--- src/rtl/dtmf_period_detector.sv ---
module dtmf_period_detector #(
  parameter int CLK_HZ     = 3579545,
  parameter int TOL_PERMIL = 25,
  parameter int RUN_LEN    = 4
) (
  input  logic       clk,
  input  logic       rst_n,
  input  logic       tone_lo_i,
  input  logic       tone_hi_i,
  output logic       early_steer,
  output logic [3:0] digit_code
);

  function automatic int tone_hz(int g, int i);
    int lo [4] = '{697, 770, 852, 941};
    int hi [4] = '{1209, 1336, 1477, 1633};
    return (g == 0) ? lo[i] : hi[i];
  endfunction

  function automatic int pmin(int g, int i);
    return int'((longint'(CLK_HZ) * 1000) / (longint'(tone_hz(g, i)) * (1000 + TOL_PERMIL)));
  endfunction

  function automatic int pmax(int g, int i);
    return int'((longint'(CLK_HZ) * 1000) / (longint'(tone_hz(g, i)) * (1000 - TOL_PERMIL)));
  endfunction

  function automatic logic [3:0] key_code(logic [1:0] r, logic [1:0] c);
    if (c == 2'd3) return (r == 2'd3) ? 4'd0 : 4'(13 + int'(r));
    if (r == 2'd3) begin
      case (c)
        2'd0:    return 4'd11;
        2'd1:    return 4'd10;
        default: return 4'd12;
      endcase
    end
    return 4'(3 * int'(r) + int'(c) + 1);
  endfunction

  localparam int CW = $clog2(pmax(0, 0) + 2);
  localparam int RW = $clog2(RUN_LEN + 1);

  logic [1:0]    sq_in;
  logic [1:0]    grp_valid, grp_edge, grp_tmo;
  logic [1:0]    grp_tone [2];
  logic [CW-1:0] grp_cnt  [2];

  assign sq_in = {tone_hi_i, tone_lo_i};

  for (genvar g = 0; g < 2; g++) begin : g_grp
    localparam int TMO = pmax(g, 0);

    logic [2:0]    sync_q;
    logic          armed_q, valid_q, miss_q;
    logic [CW-1:0] cnt_q;
    logic [RW-1:0] run_q, run_nx;
    logic [1:0]    cand_q, tone_q, idx;
    logic          rise, tmo, hit;

    assign rise = sync_q[1] & ~sync_q[2];
    assign tmo  = armed_q & ~rise & (cnt_q == CW'(TMO));

    always_comb begin
      hit = 1'b0;
      idx = 2'd0;
      for (int i = 0; i < 4; i++)
        if (cnt_q >= CW'(pmin(g, i)) && cnt_q <= CW'(pmax(g, i))) begin
          hit = 1'b1;
          idx = 2'(i);
        end
      if (!hit)
        run_nx = '0;
      else if (idx == cand_q && run_q != '0)
        run_nx = (run_q == RW'(RUN_LEN)) ? run_q : run_q + 1'b1;
      else
        run_nx = RW'(1);
    end

    always_ff @(posedge clk) begin
      if (!rst_n) begin
        sync_q  <= '0;
        armed_q <= 1'b0;
        valid_q <= 1'b0;
        miss_q  <= 1'b0;
        cnt_q   <= '0;
        run_q   <= '0;
        cand_q  <= '0;
        tone_q  <= '0;
      end else begin
        sync_q <= {sync_q[1:0], sq_in[g]};
        if (rise) begin
          cnt_q   <= CW'(1);
          armed_q <= 1'b1;
          if (armed_q) begin
            run_q <= run_nx;
            if (hit) cand_q <= idx;
            if (run_nx == RW'(RUN_LEN)) begin
              valid_q <= 1'b1;
              tone_q  <= idx;
              miss_q  <= 1'b0;
            end else if (valid_q) begin
              if (hit && idx == tone_q) miss_q <= 1'b0;
              else if (miss_q) begin
                valid_q <= 1'b0;
                miss_q  <= 1'b0;
              end else miss_q <= 1'b1;
            end
          end
        end else if (tmo) begin
          armed_q <= 1'b0;
          valid_q <= 1'b0;
          miss_q  <= 1'b0;
          run_q   <= '0;
        end else if (armed_q) begin
          cnt_q <= cnt_q + 1'b1;
        end
      end
    end

    assign grp_valid[g] = valid_q;
    assign grp_edge[g]  = rise & armed_q;
    assign grp_tmo[g]   = tmo;
    assign grp_tone[g]  = tone_q;
    assign grp_cnt[g]   = cnt_q;
  end

  assign early_steer = &grp_valid;
  assign digit_code  = early_steer ? key_code(grp_tone[0], grp_tone[1]) : 4'd0;

endmodule

--- config.mk ---
export PLATFORM = sky130hd
export DESIGN_NAME = dtmf_period_detector
export DESIGN_NICKNAME = d
export VERILOG_FILES = /design/src/rtl/dtmf_period_detector.sv
export SDC_FILE = /design/constraint.sdc
export NUM_CORES = 1
export LEC_CHECK = 0
export BUFFER_PORTS_ARGS = -buffer_cell sky130_fd_sc_hd__buf_4
export CAP_MARGIN = 25
export CORE_UTILIZATION = 35
export DETAILED_ROUTE_END_ITERATION = 12
export SETUP_SLACK_MARGIN = 0.1
export SYNTH_ARGS = -nofsm -noshare
export SYNTH_HDL_FRONTEND = slang
export SYNTH_SLANG_ARGS = --single-unit
--- constraint.sdc ---
create_clock -name clk -period 4.6 [get_ports clk]
set_clock_uncertainty 0.05 [all_clocks]
set_input_delay 0.23 -clock clk [delete_from_list [all_inputs] [get_ports clk]]
set_output_delay 0.23 -clock clk [all_outputs]
set_load 0.02 [all_outputs]
; ---- Yosys cells after proc, flatten, opt, wreduce, memory -nomap -nowiden
; Index checks and enable logic that the tools add are counted.
[totals]
reg_bits = 52
inputBits = 4
output_inout_bits = 5
wordCells = 176
[classes]
reduce_logical = 34
magnitude_cmp = 16
addsub = 7
bitwise_logic = 13
n_eq_ne = 19
n_mux = 68
multipliers = 1
[op_table]
columns = operator, n
row1 = $ge 13x12->1 const B, 5
row2 = $le 13x12->1 const B, 5
row3 = $mux 1, 45
row4 = $ge 13x13->1 const B, 3
row5 = $le 13x13->1 const B, 3
row6 = $mux 3, 12
row7 = $add 13x1->13 const B, 2
row8 = $mux 4, 6
row9 = $reduce_and 3->1, 6
row10 = $reduce_and 2->1, 7
row11 = $eq 13x12->1 const B, 1
row12 = $eq 13x13->1 const B, 1
row13 = $eq 3x3->1 const B, 4
row14 = $logic_and 1x1->1, 12
row15 = $eq 2x2->1, 4
row16 = $mux 2, 4
row17 = $ne 2x2->1 const B, 4
row18 = $reduce_bool 2->1, 4
row19 = $not 1->1, 7
row20 = $add 3x1->3 const B, 2
row21 = $and 1x1->1, 6
row22 = $ne 3x2->1 const B, 2
row23 = $pmux 3 s2, 1
row24 = $reduce_bool 3->1, 2
row25 = 8 further kinds, 10

; ---- Logic depth before layout (Yosys ltp)
; Gate-level depths: netlist of the first run.
[logic_depth]
ltp_word = 13
depth_mapped = 10
depth_no_buf = 9

; ---- Worst setup path before layout of the first run
; Ideal clock, no wire load.
[synth_timing]
path_kind = reg-to-reg
from = register g_grp[0].cnt_q[8]
to = register g_grp[0].tone_q[1]
arrival_ns = 2.341
stages_incl_launch_ff = 9
synth_period_minus_slack_ns = 2.463
setup_time_ns = 0.072
path_slack_ns = 2.137
t_required_ns = 4.478
n_path_buf = 1
cell_sequence = dfxtp_1 > buf_2 > nand2b_1 > or4_1 > a21o_1 > a21oi_4 > mux2_2 > a2111oi_4 > mux2i_1
[synth_via]
elab_chain_len = 11
word_cells_on_any_way = 25
cone_classes = order compare: 8 / eq/ne: 2 / mux: 9 / reduce/logical: 6
[synth_lines]
columns = element, line
row1 = "start, declared", 55  ; logic [CW-1:0] cnt_q;
row2 = "start signal, assigned", 115  ; cnt_q <= cnt_q + 1'b1;
row3 = $ge 13x13->1 / $le 13x13->1 (equally long branches), 67  ; if (cnt_q >= CW'(pmin(g, i)) && cnt_q <= CW'(pmax(g, i))) begin
row4 = $logic_and 1x1->1, 67
row5 = $mux 1, 67
row6 = $mux 2 (2 in series), 67
row7 = $eq 2x2->1, 73  ; else if (idx == cand_q && run_q != '0)
row8 = $logic_and 1x1->1, 73
row9 = $mux 3, 73
row10 = $mux 3, 71  ; if (!hit)
row11 = $eq 3x3->1, 97  ; if (run_nx == RW'(RUN_LEN)) begin
row12 = $reduce_and 3->1 (no line), --
row13 = "end signal, assigned", 99  ; tone_q <= idx;
row14 = "end, declared", 57  ; logic [1:0] cand_q, tone_q, idx;
; Several ways; a longest one is shown, not always the timed one.
; A chain may end at the register's enable or synchronous reset.

; ---- Worst setup path in the final report of the first run
[layout_timing]
from = register g_grp[0].cnt_q[7]
to = register g_grp[0].tone_q[1]
; Same word-level chain as after synthesis.

==> flow_summary.yaml, run 1 <==
logic_synthesis:
  yosys-top-cells-count: "dfxtp_1 (52), nor2_1 (44), nand2_1 (34)"
  netlist_top_cells_area: "dfxtp_1 (29%), ha_1 (5.0%), nor2_1 (4.7%)"
  synth-seq-area-share: 0.295
  netlist.area_leader.share: 0.295
  synth_fp_nets: 461
  synth_ff_type: "dfxtp_1"
  ys_types: 68
  mappedNetlistArea_sq_um: 3530
  synth_edf_count: 0
  syn_inst: 441
  synth_area_leader_cell: "dfxtp_1"
  avgSynthCellArea_sq_um: 8.01
  synth_warnings: 0
  async_reset_ff_frac: 0
  ys_seq_elements: 52
  synth_most_common_cell: "dfxtp_1"
cells_and_area:
  drive_above_1_share: 0.0716
  regArea_sq_um: 1040
  fillers: 1013
  area_growth_pct: 7.01
  instances_no_fill: 566
  n_antenna_cell: 0
  nets: 452
  multi_input_area_sq_um: 2310
power:
  p_leak_nw: 1.30
  peakVddDrop_mv: 0.118
  cellPowerDensity_nw_per_um2: 224
worst_setup_path:
  crit_family: "compound AO/OA/AOI/OAI gates"
  criticalPathCategory: "register to register"
  cp_cell_sequence: "nand4_1 > or4_1 > a21o_1 > a21oi_4 > mux2_2 > a2111oi_4 > mux2i_1"
  startpoint_type: "register"
  cpPeakStageDelay_ns: 0.59
  path_buf_inv: 0
  critPathArrivalTime_ns: 3.00
  critPathRequiredTime_ns: 4.80
  cp_slowest_cell: "dfxtp_1"
  critPathMaxFanout: 14
  rrSetupSlack_ns: 1.81
  endpoint_kind: "register"
drt:
  wl_per_cell_um: 13.9
  avgViaCountPerCell: 5.52
  num_vias: 3124
  drt-initial-drc-count: 165
  top_layer_used: "met4"
  routed_wl_mm: 7.84
  drtAntennaViolNets: 0
  wl_met2_mm: 3.78
  drc: 0
  met1_length_mm: 3.63
  dr.pass1.iters: 5
  met3_length_um: 266
global_routing:
  grt_pass1_vias: 2965
  grt_overflow: 0
  antenna_found_initial: 0
  grt_pass1_wl_mm: 13.3
  grt_use_total: 0.158
  grt_start_max_net_pins: 22
floorplan:
  fp.dieArea_sq_um: 10500
  dieWidth_um: 102
  coreArea_sq_um: 9770
  die_y_um: 102
  start_util: 0.361
  io_pins: 9
  placement_rows: 36
clock_tree:
  cts_tree: "built"
  root_buffer: "clkbuf_8"
  htree_levels: 2
  cts_sinks: 52
  cts_setup_buffers: 0
  cts_hold_buf: 0
  cts_resized: 0
  clk-insertion-delay-late_ns: 0.32
  cts_buffer_depth: 2
  cts_made_buffers: 5
  clkTransAtPathRegs_ns: 0.10
sta:
  fin_crit_ns: 2.79
  worst_pin_slew_ns: 0.705
  whs_ns: 0.0698
  fmax_mhz: 358
  max-slew-margin-rel: 0.529
  slew_violations: 0
  rsz0062_at_grt: "no"
  setup_viol: 0
  fin_crit_sh: 0.608
  hold_viol: 0
  tns_ns: 0
place:
  place_congestion: 0.880
  placed_cells: 558
  portBuffers: 8
  dp_hpwl_mm: 5.67
min_path:
  hold_class: "input pin to register"
run:
  cap_violations: 0
status:
  status: "finished, final reports clean"
[worst reg2reg max path, cell delays in order (launching register included)]
cell	delay, ns
dfxtp_1	0.59
nand4_1	0.19
or4_1	0.49
a21o_1	0.25
a21oi_4	0.20
mux2_2	0.40
a2111oi_4	0.33
mux2i_1	0.23
[cell families after synthesis]
| family | count (synthesis) | share of synthesized area |
|---|---|---|
| XOR/XNOR | 28 | 0.0694 |
| adder cells (fa/ha/maj) | 16 | 0.0609 |
| buffers and inverters | 43 | 0.0499 |
| flip-flops | 52 | 0.295 |
| AO/OA/AOI/OAI | 114 | 0.236 |
| multiplexers | 9 | 0.0269 |
| AND/OR/NAND/NOR | 179 | 0.262 |
[final timing paths]
kind,depth (start not counted),from,to
min reg2reg,1,g_grp[1].sync_q[0],g_grp[1].sync_q[1]
max,7,g_grp[0].cnt_q[7],g_grp[0].tone_q[1]
max reg2reg,7,g_grp[0].cnt_q[7],g_grp[0].tone_q[1]
min,2,tone_hi_i,g_grp[1].sync_q[0]
[placed cells by master, fill, tap and decap left out, types with 3 or more instances in the layout]
master / n
nand2_1: 34
a211oi_1: 8
or3_1: 3
and3_1: 11
nor4_1: 3
nand3b_1: 3
ha_1: 14
inv_1: 19
o31ai_1: 4
nor2_1: 44
clkbuf_8: 7
nor4b_1: 3
nand3_1: 20
a21oi_1: 26
mux2i_1: 5
xnor2_1: 14
or4_1: 3
nand2b_1: 8
dfxtp_1: 52
a41oi_1: 3
o211ai_1: 4
o21a_1: 4
nor3_1: 5
nor2b_1: 10
and2_1: 9
buf_4: 8
nand4_1: 12
a21o_1: 4
mux2_2: 4
a2111oi_0: 4
a31oi_1: 5
o21ai_0: 19
xor2_1: 14
[registers in the layout (all words and copies together) (netlist names)]
name           flops
g_grp.cnt_q       26
g_grp.run_q        6
g_grp.sync_q       6
g_grp.cand_q       4
g_grp.tone_q       4
g_grp.armed_q      2
g_grp.miss_q       2
g_grp.valid_q      2
[per-layer routing]
layer	global-route usage	up-vias
met5	0	-
met3	0.0321	17
li1	-	1579
met4	0.0637	0
met1	0.191	1465
met2	0.271	63
[power breakdown]
group          internal (mW)  switching (mW)
registers              0.455         0.00900
logic                 0.0123          0.0209
clock network          0.192           0.158
[cell type report]
cell class,count,share of cell area
Clock buffer,7,0.0255
Clock inverter,1,0.00794
Inverter,19,0.0189
Multi-Input combinational cell,346,0.612
Sequential cell,52,0.275
Tap cell,133,0.0440
Timing Repair Buffer,8,0.0159
[per-stage QoR]
step | utilization | area [sq um] | worst slack (ns) | total power, mW
after detailed placement | 0.374 | 3650 | 1.85 | 0.509
final | 0.387 | 3780 | 1.81 | 0.848
after floorplan | - | 3530 | 2.14 | 0.497
after global placement | 0.374 | 3650 | 1.91 | 0.507
after CTS | 0.387 | 3780 | 1.83 | 0.860
after global routing | 0.387 | 3780 | 1.55 | 0.885
Power figures use the tool's default switching activity.
==> inputs of run 2 (changes only) <==
==> constraint.sdc (replaced) <==
create_clock -name clk -period 2.35 [get_ports clk]
set_clock_uncertainty 0.05 [all_clocks]
set_input_delay 0.1175 -clock clk [delete_from_list [all_inputs] [get_ports clk]]
set_output_delay 0.1175 -clock clk [all_outputs]
set_load 0.02 [all_outputs]
==> run 2 against run 1 <==
Compared with the run above:
- the run now ends with setup timing left
- combinational power grew to 4.1 times the previous value
- register-to-register slack worse by 1.9 ns
- utilization up 11 points
- largest power group unchanged
==> flow_summary.yaml, run 2 (synthesized netlist as in run 1, its figures left out) <==
floorplan:
  die_y_um: 102
  dieWidth_um: 102
  coreArea_sq_um: 9770
  fp.dieArea_sq_um: 10500
  placement_rows: 36
  io_pins: 9
  start_util: 0.361
worst_setup_path:
  critPathArrivalTime_ns: 2.26
  critPathMaxFanout: 2
  cp_cell_sequence: "fa_1 > ha_1 > a21oi_1 > nor2b_1 > a2111oi_2 > a311oi_1 > buf_4"
  crit_family: "adder cells"
  cp_slowest_cell: "fa_1"
  criticalPathCategory: "register to output pin"
  startpoint_type: "register"
  critPathRequiredTime_ns: 2.18
  endpoint_kind: "output pin"
  cpPeakStageDelay_ns: 0.49
  path_buf_inv: 1
sta:
  setup_viol: 3
  fin_ws_ns: -0.0758
  rsz0062_at_grt: "yes"
  fin_crit_ns: 2.43
  fmax_mhz: 412
  slew_violations: 0
  worst_pin_slew_ns: 0.509
  fin_crit_sh: 1.03
  hold_viol: 0
  max-slew-margin-rel: 0.658
global_routing:
  grt_start_max_net_pins: 18
  grt_use_total: 0.181
  grt_pass1_vias: 3374
  grt_pass1_wl_mm: 15.3
  antenna_found_initial: 0
  grt_overflow: 0
place:
  portBuffers: 8
  dp_hpwl_mm: 6.48
  pre_cts_ws_ns: -0.0549
  place_congestion: 0.890
  place_area_sq_um: 4170
cells_and_area:
  regArea_sq_um: 1070
  largest_reg_flops: 26
  fin_area_sq_um: 4890
  drive_above_1_share: 0.364
  regMostFlops: "g_grp.cnt_q"
  n_antenna_cell: 0
  final_common_cell: "buf_4"
  fillers: 890
  nets: 544
  area_growth_pct: 38.5
  final_cell_mix: "buf_4 (93), nor2_1 (43), dfxtp_1 (36)"
  multi_input_area_sq_um: 2700
  top_regs: "g_grp.cnt_q (26), g_grp.run_q (6), g_grp.sync_q (6)"
power:
  cellPowerDensity_nw_per_um2: 326
  pwr-share-seq: 0.566
  peakVddDrop_mv: 0.230
  comb_power_share: 0.085
  swShare: 0.249
  power.internal_mw: 1.20
  p_leak_nw: 1.84
  p_sw_mw: 0.397
  p_clk_frac: 0.350
clock_tree:
  cts_tree: "built"
  cts_sinks: 52
  cts_made_buffers: 5
  htree_levels: 2
  clk-insertion-delay-late_ns: 0.31
  clkTransAtPathRegs_ns: 0.10
  cts_buffer_depth: 2
  root_buffer: "clkbuf_8"
drt:
  routed_wl_mm: 9.74
  drc: 0
  top_layer_used: "met4"
  drtAntennaViolNets: 0
  wl_per_cell_um: 14.8
  drt-initial-drc-count: 125
  wl_met2_mm: 4.94
  met1_length_mm: 4.36
  avgViaCountPerCell: 5.50
  dr.pass1.iters: 4
  num_vias: 3619
  met3_length_um: 291
min_path:
  hold_class: "input pin to register"
status:
  failed_checks: "setup timing"
  status: "finished, violations left"
run:
  cap_violations: 0
run 2: cell types whose count changed in the layout (fill, tap and decap cells not counted), moves of 4 or more:
cell       before  now
dfxtp_1        52   36
dfxtp_2         0   12
a2111oi_0       4    0
a211oi_2        1    6
o21ai_0        19   15
buf_4           8   93
buf_6           0    4
a211oi_1        8    2
a21oi_1        26   22
dfxtp_4         0    4
run 2: power groups by stage:
stage / Sequential (mW) / Combinational, mW / Clock (mW)
after floorplan: 0.921 / 0.0542 / 0
after global routing: 0.905 / 0.147 / 0.608
after detailed placement: 0.922 / 0.0897 / 0
final: 0.902 / 0.135 / 0.558
after global placement: 0.922 / 0.0876 / 0
after CTS: 0.903 / 0.120 / 0.575
run 2: worst paths after layout:
kind	depth (start not counted)	startpoint	end	slack (ns)
setup / recovery	7	g_grp[0].tone_q[1]	digit_code[3]	-0.08
hold / removal	2	rst_n	g_grp[0].valid_q	0.10
setup reg to reg	7	g_grp[0].cnt_q[0]	g_grp[0].tone_q[1]	-0.06
hold reg to reg	1	g_grp[1].sync_q[0]	g_grp[1].sync_q[1]	0.39
run 2: what timing repair did:
| action | 4_1_cts | 5_1_grt |
|---|---|---|
| pin swaps | 16 | 36 |
| hold buffers | 2 | 0 |
| setup buffers | 17 | 9 |
| cloned | 0 | 0 |
| endpoints found under the setup margin | 18 | 25 |
| gates resized for setup | 30 | 70 |
| hold endpoints to repair | 2 | 0 |
run 2: layer usage:
| layer | vias to the layer above | track usage |
|---|---|---|
| li1 | 1764 | - |
| met1 | 1766 | 0.228 |
| met4 | 0 | 0.0429 |
| met5 | - | 0 |
| met3 | 18 | 0.0260 |
| met2 | 71 | 0.323 |
run 2: worst register-to-register path, delay by kind of cell (launching register included):
kind | cells | cell delay [ns]
compound gates | 3 | 0.69
simple gates | 2 | 0.67
flops | 1 | 0.38
mux | 2 | 0.57
run 2: stage by stage:
stage,util,power [mW],std cells,hold slack [ns],TNS (ns)
after floorplan,-,0.976,441,0.195,0
after global placement,0.427,1.01,623,0.286,-0.0420
after detailed placement,0.427,1.01,623,0.282,-0.0874
after CTS,0.465,1.60,650,0.0823,-0.00219
after global routing,0.501,1.66,658,0.0952,-0.785
final,0.501,1.60,658,0.104,-0.147
run 2: layout make-up:
cell class	count	share of cell area
Timing Repair Buffer	100	0.160
Tap cell	133	0.0340
Clock inverter	1	0.00153
Clock buffer	7	0.0176
Inverter	19	0.0156
Sequential cell	52	0.219
Multi-Input combinational cell	346	0.552
